[config.mk]
export PLATFORM = sky130hd
export DESIGN_NAME = trc_ctrl
export DESIGN_NICKNAME = d
export VERILOG_FILES = /design/src/rtl/trc_pkg.sv /design/src/rtl/trc_nest.sv /design/src/rtl/trc_addr.sv /design/src/rtl/trc_seq.sv /design/src/rtl/trc_ctrl.sv
export SDC_FILE = /design/constraint.sdc
export NUM_CORES = 1
export LEC_CHECK = 0
export BUFFER_PORTS_ARGS = -buffer_cell sky130_fd_sc_hd__buf_2
export CAP_MARGIN = 40
export CELL_PAD_IN_SITES_DETAIL_PLACEMENT = 1
export CELL_PAD_IN_SITES_GLOBAL_PLACEMENT = 2
export CORE_MARGIN = 2
export CORE_UTILIZATION = 26
export CTS_CLUSTER_DIAMETER = 150
export DETAILED_ROUTE_END_ITERATION = 7
export PLACE_DENSITY_LB_ADDON = 0.1
export SLEW_MARGIN = 20
export SYNTH_ARGS = -nofsm -noshare
export SYNTH_HDL_FRONTEND = slang
export SYNTH_SLANG_ARGS = --single-unit
[constraint.sdc]
create_clock -name clk -period 2.48 [get_ports clk]
set_input_delay 0.372 -clock clk [delete_from_list [all_inputs] [get_ports clk]]
set_output_delay 0.372 -clock clk [all_outputs]
set_load 0.005 [all_outputs]
[src/rtl/trc_pkg.sv]
package trc_pkg;

    typedef struct packed {
        logic pend;      // trace pending flag
        logic in_instr;  // an instruction is executing
        logic owed;      // a trace trap is owed but deferred
        logic need_svc;  // WAIT case: an interrupt must be serviced first
        logic req;       // trace trap request towards the core
    } trc_state_t;

    localparam trc_state_t TRC_RESET = '{default: 1'b0};

endpackage

[src/rtl/trc_nest.sv]
module trc_nest #(
    parameter int NEST_W = 3
) (
    input  logic clk,
    input  logic rst,
    input  logic enter_i,
    input  logic leave_i,
    output logic idle_q_o,
    output logic idle_d_o
);
    localparam logic [NEST_W-1:0] DEPTH_MAX = {NEST_W{1'b1}};
    localparam logic [NEST_W-1:0] DEPTH_ONE = {{(NEST_W-1){1'b0}}, 1'b1};

    logic [NEST_W-1:0] depth_d, depth_q;
    logic              up, down;

    always_comb begin
        up      = enter_i && (depth_q != DEPTH_MAX);
        down    = leave_i && (depth_q != '0);
        depth_d = depth_q;
        if (up && !down) begin
            depth_d = depth_q + DEPTH_ONE;
        end else if (down && !up) begin
            depth_d = depth_q - DEPTH_ONE;
        end
        idle_d_o = (depth_d == '0);
        idle_q_o = (depth_q == '0);
    end

    always_ff @(posedge clk) begin
        if (rst) begin
            depth_q <= '0;
        end else begin
            depth_q <= depth_d;
        end
    end

endmodule

[src/rtl/trc_addr.sv]
module trc_addr #(
    parameter int ADDR_W = 32
) (
    input  logic              clk,
    input  logic              rst,
    input  logic              capture_i,
    input  logic              restart_i,
    input  logic [ADDR_W-1:0] next_pc_i,
    input  logic [ADDR_W-1:0] cur_pc_i,
    output logic [ADDR_W-1:0] addr_o
);
    logic [ADDR_W-1:0] addr_d, addr_q;

    always_comb begin
        addr_d = addr_q;
        if (capture_i) begin
            addr_d = restart_i ? cur_pc_i : next_pc_i;
        end
    end

    always_ff @(posedge clk) begin
        if (rst) begin
            addr_q <= '0;
        end else begin
            addr_q <= addr_d;
        end
    end

    assign addr_o = addr_q;

endmodule

[src/rtl/trc_seq.sv]
module trc_seq
    import trc_pkg::*;
(
    input  logic clk,
    input  logic rst,
    input  logic instr_begin_i,
    input  logic undef_i,
    input  logic instr_end_i,
    input  logic wait_end_i,
    input  logic trace_en_i,
    input  logic psr_clr_i,
    input  logic exc_req_i,
    input  logic abort_i,
    input  logic trap_ack_i,
    input  logic nest_idle_q_i,
    input  logic nest_idle_d_i,
    output logic pend_o,
    output logic req_o,
    output logic capture_o,
    output logic restart_o
);
    trc_state_t st_d, st_q;

    logic busy, begin_ev, end_ev, wend_ev, abort_ev, clr_ev;
    logic pend_eff, took, capture, owed_pre, fire;

    always_comb begin
        busy     = !nest_idle_q_i || st_q.owed || st_q.req;
        begin_ev = instr_begin_i && !busy;
        end_ev   = instr_end_i && !busy && st_q.in_instr;
        wend_ev  = wait_end_i && !busy && st_q.in_instr;
        abort_ev = exc_req_i && abort_i && !busy && st_q.in_instr;
        clr_ev   = psr_clr_i && !busy && st_q.in_instr;

        // a clearing status write lands before the end of the same instruction
        pend_eff = st_q.pend && !clr_ev;
        took     = st_q.req && trap_ack_i;
        capture  = pend_eff && (end_ev || wend_ev || abort_ev);

        st_d      = st_q;
        st_d.pend = pend_eff;
        if (begin_ev && !undef_i) begin
            st_d.pend = trace_en_i;
        end
        if (took) begin
            st_d.pend = 1'b0;
        end

        if (begin_ev) begin
            st_d.in_instr = 1'b1;
        end else if (end_ev || wend_ev || abort_ev) begin
            st_d.in_instr = 1'b0;
        end

        st_d.need_svc = (st_q.need_svc || (wend_ev && pend_eff)) && !exc_req_i;

        // a higher-priority entry pushes an unacknowledged request back to owed
        owed_pre  = st_q.owed || capture || (st_q.req && exc_req_i && !trap_ack_i);
        fire      = owed_pre && nest_idle_d_i && !st_d.need_svc;
        st_d.owed = owed_pre && !fire;
        st_d.req  = (st_q.req && !trap_ack_i && !exc_req_i) || fire;

        capture_o = capture;
        restart_o = abort_ev;
    end

    always_ff @(posedge clk) begin
        if (rst) begin
            st_q <= TRC_RESET;
        end else begin
            st_q <= st_d;
        end
    end

    assign pend_o = st_q.pend;
    assign req_o  = st_q.req;

endmodule

[src/rtl/trc_ctrl.sv]
module trc_ctrl #(
    parameter int ADDR_W = 32,
    parameter int NEST_W = 3
) (
    input  logic              clk,
    input  logic              rst,
    input  logic              instr_begin_i,
    input  logic              undef_i,
    input  logic              instr_end_i,
    input  logic              wait_end_i,
    input  logic              trace_en_i,
    input  logic              psr_clr_i,
    input  logic              exc_req_i,
    input  logic              abort_i,
    input  logic              exc_ret_i,
    input  logic              trap_ack_i,
    input  logic [ADDR_W-1:0] next_pc_i,
    input  logic [ADDR_W-1:0] cur_pc_i,
    output logic              pend_o,
    output logic              trc_req_o,
    output logic [ADDR_W-1:0] ret_addr_o
);
    logic nest_idle_q, nest_idle_d, capture, restart;

    trc_nest #(.NEST_W(NEST_W)) u_nest (
        .clk      (clk),
        .rst      (rst),
        .enter_i  (exc_req_i),
        .leave_i  (exc_ret_i),
        .idle_q_o (nest_idle_q),
        .idle_d_o (nest_idle_d)
    );

    trc_seq u_seq (
        .clk           (clk),
        .rst           (rst),
        .instr_begin_i (instr_begin_i),
        .undef_i       (undef_i),
        .instr_end_i   (instr_end_i),
        .wait_end_i    (wait_end_i),
        .trace_en_i    (trace_en_i),
        .psr_clr_i     (psr_clr_i),
        .exc_req_i     (exc_req_i),
        .abort_i       (abort_i),
        .trap_ack_i    (trap_ack_i),
        .nest_idle_q_i (nest_idle_q),
        .nest_idle_d_i (nest_idle_d),
        .pend_o        (pend_o),
        .req_o         (trc_req_o),
        .capture_o     (capture),
        .restart_o     (restart)
    );

    trc_addr #(.ADDR_W(ADDR_W)) u_addr (
        .clk       (clk),
        .rst       (rst),
        .capture_i (capture),
        .restart_i (restart),
        .next_pc_i (next_pc_i),
        .cur_pc_i  (cur_pc_i),
        .addr_o    (ret_addr_o)
    );

endmodule

==> results of run 1 <==
## worst max-delay path, cell delays in order, from the launching register on
cell and delay (ns):
sky130_fd_sc_hd__dfxtp_1 0.35, sky130_fd_sc_hd__inv_1 0.11, sky130_fd_sc_hd__ha_1 0.22, sky130_fd_sc_hd__nor4b_4 0.34, sky130_fd_sc_hd__nand3_1 0.17, sky130_fd_sc_hd__nor3_4 0.18
sky130_fd_sc_hd__buf_12 0.32, sky130_fd_sc_hd__a311oi_1 0.11, sky130_fd_sc_hd__o31ai_1 0.24
## power by group through the flow
stage	logic [W]	registers (W)	clock network, W
3_5_place_dp	0.000423	0.000724	0
2_1_floorplan	0.000292	0.000716	0
4_1_cts	0.000425	0.000708	0.000618
6_report	0.000417	0.000708	0.000589
3_3_place_gp	0.000422	0.000722	0
5_1_grt	0.000466	0.000713	0.000646
## layer usage
layer	part of all wire, %	vias up
li1	-	972
met1	45	887
met2	48	63
met3	6.1	7
met4	1.5	0
met5	0	-
## kinds of logic after synthesis
group | count (synthesis) | synth area share [%]
AND/OR/NAND/NOR | 61 | 14.9
AO/OA/AOI/OAI | 50 | 23.9
flip-flops | 40 | 37.2
multiplexers | 32 | 14.9
buffers and inverters | 21 | 6.80
adder cells (fa/ha/maj) | 4 | 2.33
## synthesized netlist by cell type (3+ instances only)
library cell	instances
sky130_fd_sc_hd__buf_12	3
sky130_fd_sc_hd__nor3_1	4
sky130_fd_sc_hd__nand3_1	3
sky130_fd_sc_hd__ha_1	4
sky130_fd_sc_hd__mux2i_1	32
sky130_fd_sc_hd__inv_1	4
sky130_fd_sc_hd__a21oi_1	6
sky130_fd_sc_hd__a211oi_1	6
sky130_fd_sc_hd__buf_2	6
sky130_fd_sc_hd__dfxtp_1	40
sky130_fd_sc_hd__clkbuf_1	6
sky130_fd_sc_hd__nor2_1	35
sky130_fd_sc_hd__a211oi_2	30
## through the flow
stage | cell area [µm²] | hold slack [ns] | utilization (%)
after floorplan | 2150 | 0.465 | -
after global placement | 2770 | 0.487 | 34.0
after detailed placement | 2770 | 0.495 | 34.0
after CTS | 2890 | 0.285 | 35.6
after global routing | 2890 | 0.294 | 35.6
final | 2890 | 0.295 | 35.6
## flip-flops by register name, summed over array words and instances (netlist names)
register        flops
u_seq.st_q          3
u_nest.depth_q      3
u_seq.pend_o        1
u_addr.addr_o      32
u_seq.req_o         1
## how the worst max path moves through the flow
stage	from	to
floorplan	u_nest.depth_q[0]$_SDFF_PP0_	u_addr.addr_o[10]$_SDFFE_PP0P_
global placement	u_nest.depth_q[0]$_SDFF_PP0_	u_addr.addr_o[6]$_SDFFE_PP0P_
detailed placement	u_nest.depth_q[0]$_SDFF_PP0_	u_seq.req_o$_SDFF_PP0_
CTS	u_nest.depth_q[0]$_SDFF_PP0_	u_seq.req_o$_SDFF_PP0_
global route	u_nest.depth_q[1]$_SDFF_PP0_	u_seq.req_o$_SDFF_PP0_
finish	u_nest.depth_q[0]$_SDFF_PP0_	u_seq.req_o$_SDFF_PP0_
## layout make-up
cell class,instances,area (µm²)
clock buffers,7,96.3
clock inverters,1,30.0
multi-input cells,147,1210
fillers,981,5240
flip-flops and latches,40,801
repair buffers,114,608
well taps,105,131
inverters,4,15.0
==> parameters.txt, run 1 <==
Parameter                              Value

Job
  Count of max-cap constraint violations ... 0

Detailed routing
  Detail-routed net length per standard cell ... 13.8 µm
  Number of nets with antenna violations after detailed routing ... 0
  Vias post-DR ... between 1,500 and 2,000
  Iteration-0 DRC count of the detailed router ... 19
  Sum of routed wire length over all layers ... approximately 5800 µm
  First-pass DRT Iterations ... 4
  Post-DR vias/cell ... roughly 4.6
  Residual DRC count ... 0

Logic synthesis
  Avg Cell Area, Syn ... between 10 and 15 µm²
  Flop and latch count out of synthesis ... 40
  Mapped Area ... 2150 µm²
  Main area contributors after synthesis ... sky130_fd_sc_hd__dfxtp_1 (37%), sky130_fd_sc_hd__a211oi_2 (17%), sky130_fd_sc_hd__mux2i_1 (15%)
  Post-synthesis cell type count ... 37
  Share of the synthesized area in the top cell type ... 37.2%
  Post-Syn Instances ... roughly 210
  Prevailing post-synth register cell ... sky130_fd_sc_hd__dfxtp_1
  Synthesized netlist net count ... 288
  Proportion of register bits with asynchronous set or reset after synthesis ... 0%
  Sequential cell area fraction in the yosys report ... 37.2%
  Number of enable flip-flop cells after synthesis ... 0
  Post-synth top area cell ... sky130_fd_sc_hd__dfxtp_1
  Count of yosys warnings during synthesis ... 0

STA
  Total Neg Setup Slack ... 0 ns
  Worst slew margin relative to its limit ... 64.3%
  Post-layout min period ... 2.14 ns
  Clock Skews ... 0.00273 ns
  RSZ-0062 raised after global routing ... no
  Setup WS post-layout ... ~0.34 ns
  Share of the cycle needed by the critical path after routing ... 86.1%
  Setup-failing EPs final ... 0
  Number of max-slew violations in the final report ... 0
  Final hold vios ... 0
  Fmax ... about 470 MHz
  Slew of the pin with the lowest slew margin ... 0.535 ns

Clock network
  Insertion delay of the later-clocked pin in the worst-skew pair ... 0.29 ns
  Reg clk slew, reported paths ... 0.08 ns
  Htree depth ... 2
  CTS buffer count ... 5
  Root Buffer ... sky130_fd_sc_hd__clkbuf_8
  TritonCTS clock tree ... done
  Clock Sinks ... 40
  Number of gates given a new drive strength after cts ... 0
  Setup Buffers After CTS ... 0
  CTS Buffer Depth ... 2
  Number of hold buffers added after cts ... 0

Pwr
  Largest vdd supply drop ... around 0.21 mV
  PD cells ... 592 nW/µm²
  Sw Ratio ... 28.2%
  Total internal power ... ~0.0012 W
  Switching power ... 0.000483 W
  Sequential Power Share ... 41.3%
  Share of total power in the clock network ... between 30% and 40%
  Power Total ... 0.00171 W
  Combinational Power Share ... 24.4%
  Static Leak ... between 1 and 1.5 nW

Setup path
  Critical R2R Launch ... u_nest.depth_q[0]$_SDFF_PP0_
  Required time of the critical path ... 2.68 ns
  Register-to-register setup slack ... 0.34 ns
  Crit path max fanout ... 65
  Endpoint of the worst register-to-register path ... u_seq.req_o$_SDFF_PP0_
  Category of the most critical setup path ... reg -> reg
  R2R cell count ... 8
  Critical Path Start Type ... flip-flop
  Crit path arrival time ... about 2.3 ns
  Capturing element type of the critical path ... flip-flop

Global routing
  First-pass GRT wire length ... 9470 µm
  GRT Util Overall ... 13.4%
  Global-route track usage on met1 ... 16.0%
  Global Route met2 Usage ... approximately a quarter
  Most used routing layer ... met2
  Via count of the first global-routing pass ... 1,997
  Pin count of the biggest net entering global routing ... 66
  Met3 track demand over resource in global routing ... 3.27%
  Antenna violations before repair ... 0
  Overflow after GRT ... 0

Floorplan
  Width of the die ... 95.0 µm
  Vertical die dimension ... ~95 µm
  Effective utilization at floorplan ... a little over a quarter
  IO Count ... 110
  Cell row count ... 33
  Core Footprint ... 8130 µm²
  Die area ... 9020 µm²

Cells and area
  Ant diodes ... 0
  Leading cell types in the layout, fill and taps excluded ... sky130_fd_sc_hd__buf_2 (109), sky130_fd_sc_hd__dfxtp_1 (40), sky130_fd_sc_hd__nor2_1 (35), sky130_fd_sc_hd__mux2i_1 (32), sky130_fd_sc_hd__a211oi_2 (30)
  Layout-stage area growth over the synthesis result ... 34.5%
  Fraction of layout cells with a size suffix above 1 ... 49.5%
  Non-filler cells in the finished layout ... about 420
  Most frequent standard cell in the layout excluding fill and tap cells ... sky130_fd_sc_hd__buf_2
  Layout net count ... 392

Worst hold path
  Startpoint of the worst hold path ... trap_ack_i
  Instance count along the most critical hold path ... 2
  Capture endpoint of the worst hold path ... u_seq.pend_o$_SDFF_PP0_
  Type of the most critical hold path ... in -> reg

Placement
  Number of placed cells counting well taps ... 410
  Port bufs ... 109
  Final GP Congestion ... 0.741
  Place WS ... 0.323 ns
  Detailed placer's ending HPWL ... 4330 µm

Status
  Run status ... finished, final reports clean
(Power assumes the default switching activity.)
==> run 2: changes to the inputs <==
--- a/config.mk
+++ b/config.mk
@@ -13,6 +13,7 @@
 export CORE_UTILIZATION = 26
 export CTS_CLUSTER_DIAMETER = 150
 export DETAILED_ROUTE_END_ITERATION = 7
+export GPL_TIMING_DRIVEN = 0
 export PLACE_DENSITY_LB_ADDON = 0.1
 export SLEW_MARGIN = 20
 export SYNTH_ARGS = -nofsm -noshare
==> parameters.txt, run 2 (synthesized netlist as in run 1, its figures left out) <==
Parameter                              Value

STA
  Smallest hold slack ... 0.299 ns
  Setup WS post-layout ... between 0.3 and 0.4 ns
  Total Neg Setup Slack ... 0 ns
  Share of the cycle needed by the critical path after routing ... 87.6%
  Clock Skews ... 0.00745 ns
  Number of max-slew violations in the final report ... 0
  Post-layout min period ... 2.17 ns
  Setup-failing EPs final ... 0
  Worst slew margin relative to its limit ... 52.6%
  Final hold vios ... 0
  Slew of the pin with the lowest slew margin ... just over 0.7 ns
  RSZ-0062 raised after global routing ... no
  Fmax ... around 460 MHz

Detailed routing
  Post-DR vias/cell ... 4.68
  Iteration-0 DRC count of the detailed router ... 20
  Vias post-DR ... 1,999
  Detail-routed net length per standard cell ... between 10 and 15 µm
  Residual DRC count ... 0
  Number of nets with antenna violations after detailed routing ... 0
  Sum of routed wire length over all layers ... 5990 µm
  First-pass DRT Iterations ... 4

Clock network
  CTS buffer count ... 5
  Reg clk slew, reported paths ... 0.07 ns
  Insertion delay of the later-clocked pin in the worst-skew pair ... 0.29 ns
  Number of hold buffers added after cts ... 0
  Number of gates given a new drive strength after cts ... 0
  Htree depth ... 2
  Clock Sinks ... 40
  Setup Buffers After CTS ... 0
  TritonCTS clock tree ... done
  CTS Buffer Depth ... 2
  Root Buffer ... sky130_fd_sc_hd__clkbuf_8

Worst hold path
  Startpoint of the worst hold path ... trap_ack_i
  Instance count along the most critical hold path ... 2
  Type of the most critical hold path ... in -> reg
  Capture endpoint of the worst hold path ... u_seq.pend_o$_SDFF_PP0_

Pwr
  Static Leak ... 1.18 nW
  Power Total ... 0.00155 W
  PD cells ... 535 nW/µm²
  Largest vdd supply drop ... between 0.15 and 0.2 mV

Floorplan
  Die area ... roughly 9000 µm²
  IO Count ... 110
  Width of the die ... 95.0 µm
  Core Footprint ... 8130 µm²
  Vertical die dimension ... 95.0 µm
  Cell row count ... 33
  Effective utilization at floorplan ... 26.5%

Setup path
  Endpoint of the worst register-to-register path ... u_addr.addr_o[2]$_SDFFE_PP0P_
  Required time of the critical path ... 2.68 ns
  R2R cell count ... 8
  Maximum cell stage delay along the critical path ... 0.42 ns
  Category of the most critical setup path ... reg -> reg
  CP delay by family, top ... simple AND/OR/NAND/NOR gates
  Worst-path cell with the longest stage delay ... sky130_fd_sc_hd__clkbuf_1
  Critical Path Start Type ... flip-flop
  Register-to-register setup slack ... between 0.3 and 0.4 ns
  Crit path arrival time ... about 2.4 ns
  Capturing element type of the critical path ... flip-flop
  Critical R2R Launch ... u_nest.depth_q[0]$_SDFF_PP0_
  Cell Chain, Critical Path ... inv_1 > ha_1 > nor4b_4 > nand3_1 > nor3_2 > clkbuf_1 > nor2_1 > a211oi_2
  Crit path buffers/inverters ... 2
  Crit path max fanout ... 10

Global routing
  Antenna violations before repair ... 0
  Via count of the first global-routing pass ... 2,032
  Pin count of the biggest net entering global routing ... 12
  GRT Util Overall ... 13.7%
  First-pass GRT wire length ... 9700 µm
  Overflow after GRT ... 0

Cells and area
  Flip-flop count of the largest register after layout ... 32
  Layout net count ... 402
  Most frequent standard cell in the layout excluding fill and tap cells ... sky130_fd_sc_hd__buf_2
  Fraction of layout cells with a size suffix above 1 ... 48.4%
  Ant diodes ... 0
  Leading cell types in the layout, fill and taps excluded ... sky130_fd_sc_hd__buf_2 (113), sky130_fd_sc_hd__dfxtp_1 (40), sky130_fd_sc_hd__nor2_1 (35), sky130_fd_sc_hd__mux2i_1 (32), sky130_fd_sc_hd__a211oi_2 (30)
  Layout-stage area growth over the synthesis result ... 34.6%
  Non-filler cells in the finished layout ... 427

Placement
  Port bufs ... 107
  Final GP Congestion ... around 0.72
  Number of placed cells counting well taps ... 420
  Detailed placer's ending HPWL ... 4730 µm
  Place WS ... 0.286 ns

Job
  Count of max-cap constraint violations ... 0

Status
  Run status ... finished, final reports clean
## run 2: cell types whose count changed in the layout (fill, tap and decap cells not counted), sizes merged
cell / before / now
clkbuf: 7 / 12
buf: 114 / 118
clkinv: 0 / 1
bufinv: 1 / 0
## run 2: per-layer routing
layer | part of all wire, % | up-vias | GRT usage, %
met5 | 0 | - | 0
met1 | 45 | 942 | 17.4
met2 | 48 | 63 | 23.5
met3 | 5.8 | 5 | 2.71
li1 | - | 989 | -
met4 | 1.1 | 0 | 3.99
## run 2: how the worst max path moves through the flow
stage | slack [ns] | to | from | depth (start not counted)
3_3_place_gp | 0.30 | u_addr.addr_o[6]$_SDFFE_PP0P_ | u_nest.depth_q[0]$_SDFF_PP0_ | 8
2_1_floorplan | 0.65 | u_addr.addr_o[10]$_SDFFE_PP0P_ | u_nest.depth_q[0]$_SDFF_PP0_ | 8
3_5_place_dp | 0.29 | u_addr.addr_o[2]$_SDFFE_PP0P_ | u_nest.depth_q[0]$_SDFF_PP0_ | 8
4_1_cts | 0.26 | u_addr.addr_o[2]$_SDFFE_PP0P_ | u_nest.depth_q[0]$_SDFF_PP0_ | 8
5_1_grt | 0.15 | u_addr.addr_o[3]$_SDFFE_PP0P_ | u_nest.depth_q[0]$_SDFF_PP0_ | 8
6_report | 0.31 | u_addr.addr_o[2]$_SDFFE_PP0P_ | u_nest.depth_q[0]$_SDFF_PP0_ | 8
## run 2: power breakdown
part	total (W)	internal, W	switching (W)	leakage, nW
clock	0.000417	0.000192	0.000225	0.0410
sequential	0.000708	0.000674	0.0000342	0.323
combinational	0.000424	0.000206	0.000219	0.816
## run 2: area by class of cell
class / count / area, µm²
clock buffer: 6 / 72.6
timing repair buffer: 107 / 536
sequential: 40 / 801
clock inverter: 1 / 5.00
buffer: 17 / 131
multi-input combinational: 147 / 1200
tap: 105 / 131
inverter: 4 / 15.0
fill: 1011 / 5240
## run 2: per-stage QoR
stage	cell area, µm²	util [%]
after global placement	2820	34.7
after CTS	2900	35.6
after detailed placement	2820	34.7
final	2900	35.6
after global routing	2900	35.6
after floorplan	2150	-
## run 2: worst reg2reg max path, cell delays in order, from the launching register on
cell                       delay, ns
sky130_fd_sc_hd__dfxtp_1        0.36
sky130_fd_sc_hd__inv_1          0.13
sky130_fd_sc_hd__ha_1           0.24
sky130_fd_sc_hd__nor4b_4        0.36
sky130_fd_sc_hd__nand3_1        0.14
sky130_fd_sc_hd__nor3_2         0.14
sky130_fd_sc_hd__clkbuf_1       0.42
sky130_fd_sc_hd__nor2_1         0.11
sky130_fd_sc_hd__a211oi_2       0.21
==> run 3: changes to the inputs <==
--- a/config.mk
+++ b/config.mk
@@ -7,14 +7,12 @@
 export LEC_CHECK = 0
 export BUFFER_PORTS_ARGS = -buffer_cell sky130_fd_sc_hd__buf_2
 export CAP_MARGIN = 40
-export CELL_PAD_IN_SITES_DETAIL_PLACEMENT = 1
-export CELL_PAD_IN_SITES_GLOBAL_PLACEMENT = 2
 export CORE_MARGIN = 2
-export CORE_UTILIZATION = 26
+export CORE_UTILIZATION = 43
 export CTS_CLUSTER_DIAMETER = 150
 export DETAILED_ROUTE_END_ITERATION = 7
 export GPL_TIMING_DRIVEN = 0
-export PLACE_DENSITY_LB_ADDON = 0.1
+export PLACE_DENSITY = 0.76
 export SLEW_MARGIN = 20
 export SYNTH_ARGS = -nofsm -noshare
 export SYNTH_HDL_FRONTEND = slang
==> parameters.txt, run 3 (synthesized netlist as in run 1, its figures left out) <==
Parameter                              Value

Floorplan
  Effective utilization at floorplan ... roughly 45%
  Core Footprint ... 4790 µm²
  IO Count ... 110
  Width of the die ... 74.7 µm
  Vertical die dimension ... 74.7 µm
  Die area ... between 5000 and 6000 µm²
  Cell row count ... 25

Setup path
  Crit path arrival time ... 2.35 ns
  Required time of the critical path ... 2.68 ns
  Critical Path Start Type ... flip-flop
  Crit path max fanout ... 10
  Register-to-register setup slack ... around 0.34 ns
  Category of the most critical setup path ... reg -> reg
  Capturing element type of the critical path ... flip-flop

Detailed routing
  Iteration-0 DRC count of the detailed router ... 39
  Number of nets with antenna violations after detailed routing ... 0
  Vias post-DR ... 2,003
  Sum of routed wire length over all layers ... just over 5000 µm
  Post-DR vias/cell ... 5.14
  Residual DRC count ... 0
  First-pass DRT Iterations ... 4
  Detail-routed net length per standard cell ... 13.0 µm

STA
  Final hold vios ... 0
  RSZ-0062 raised after global routing ... no
  Setup-failing EPs final ... 0
  Fmax ... about 470 MHz
  Post-layout min period ... 2.14 ns
  Share of the cycle needed by the critical path after routing ... 86.5%
  Clock Skews ... 0.00683 ns
  Number of max-slew violations in the final report ... 0
  Total Neg Setup Slack ... 0 ns
  Worst slew margin relative to its limit ... 55.0%
  Slew of the pin with the lowest slew margin ... 0.675 ns
  Setup WS post-layout ... 0.336 ns

Cells and area
  Fraction of layout cells with a size suffix above 1 ... 48.3%
  Layout net count ... approximately 400
  Number of filler cells placed in the layout ... around 430
  Flip-flop count of the largest register after layout ... 32
  Most frequent standard cell in the layout excluding fill and tap cells ... sky130_fd_sc_hd__buf_2
  Ant diodes ... 0
  Leading cell types in the layout, fill and taps excluded ... sky130_fd_sc_hd__buf_2 (113), sky130_fd_sc_hd__dfxtp_1 (40), sky130_fd_sc_hd__nor2_1 (35), sky130_fd_sc_hd__mux2i_1 (32), sky130_fd_sc_hd__a211oi_2 (30)
  Layout-stage area growth over the synthesis result ... 33.0%

Status
  Run status ... finished, final reports clean

Placement
  Detailed placer's ending HPWL ... around 4000 µm
  Place WS ... 0.351 ns
  Port bufs ... 107
  Final GP Congestion ... 0.781

Clock network
  Insertion delay of the later-clocked pin in the worst-skew pair ... 0.29 ns
  Htree depth ... 2
  Setup Buffers After CTS ... 0
  Number of hold buffers added after cts ... 0
  CTS Buffer Depth ... 2
  CTS buffer count ... 5
  Clock Sinks ... 40
  TritonCTS clock tree ... done
  Root Buffer ... sky130_fd_sc_hd__clkbuf_8
  Number of gates given a new drive strength after cts ... 0
  Reg clk slew, reported paths ... 0.07 ns

Pwr
  Largest vdd supply drop ... 0.329 mV
  Static Leak ... about 1.2 nW
  PD cells ... about 540 nW/µm²

Worst hold path
  Type of the most critical hold path ... in -> reg

Global routing
  Antenna violations before repair ... 0
  Pin count of the biggest net entering global routing ... 12
  First-pass GRT wire length ... 7730 µm
  GRT Util Overall ... 18.0%
  Via count of the first global-routing pass ... about 1,800
  Overflow after GRT ... 0

Job
  Count of max-cap constraint violations ... 0
## run 3: path summary, 6_finish.rpt
| path | end | cells after the start | startpoint |
|---|---|---|---|
| worst min register to register | u_addr.addr_o[5]$_SDFFE_PP0P_ | 2 | u_addr.addr_o[5]$_SDFFE_PP0P_ |
| worst max register to register | u_addr.addr_o[0]$_SDFFE_PP0P_ | 8 | u_nest.depth_q[0]$_SDFF_PP0_ |
| worst max-delay path | u_addr.addr_o[0]$_SDFFE_PP0P_ | 8 | u_nest.depth_q[0]$_SDFF_PP0_ |
| worst min-delay path | u_seq.pend_o$_SDFF_PP0_ | 2 | trap_ack_i |
## run 3: cell type report
class                      instances  area, µm²  area share (%)
sequential                        40        801            28.0
timing repair buffer             107        536            18.7
inverter                           4       15.0           0.525
clock buffer                       8       90.1            3.15
multi-input combinational        147       1200            42.1
tap                               67       83.8            2.93
buffer                            17        131            4.59
## run 3: layer usage
metal  vias to the layer above  GRT usage [%]  share of wire (%)
met3                         8           5.09                7.4
met2                        76           31.8                 48
met1                       922           21.0                 43
met4                         0           6.15                1.5
li1                        997              -                  -
met5                         -              0                  0
## run 3: per-stage QoR
step	util, %	total power [W]	instances	hold WS (ns)	instance area [µm²]
3_5_place_dp	57.9	0.00113	382	0.489	2770
6_report	59.8	0.00155	390	0.282	2860
4_1_cts	59.8	0.00157	390	0.273	2860
3_3_place_gp	57.9	0.00112	382	0.486	2770
5_1_grt	59.8	0.00165	390	0.277	2860
2_1_floorplan	-	0.00101	208	0.465	2150
## run 3: critical path, stage by stage (launching register included)
cell	delay, ns
sky130_fd_sc_hd__dfxtp_1	0.35
sky130_fd_sc_hd__inv_1	0.11
sky130_fd_sc_hd__ha_1	0.23
sky130_fd_sc_hd__nor4b_4	0.33
sky130_fd_sc_hd__nand3_1	0.14
sky130_fd_sc_hd__nor3_2	0.15
sky130_fd_sc_hd__clkbuf_1	0.42
sky130_fd_sc_hd__nor2_1	0.11
sky130_fd_sc_hd__a211oi_2	0.22
## run 3: report_power, final
part	total (W)	leakage [nW]	internal, W	switching [W]
sequential	0.000707	0.323	0.000674	0.0000329
combinational	0.000410	0.816	0.000205	0.000204
clock	0.000434	0.0455	0.000227	0.000208
total	0.00155	1.18	0.00111	0.000445
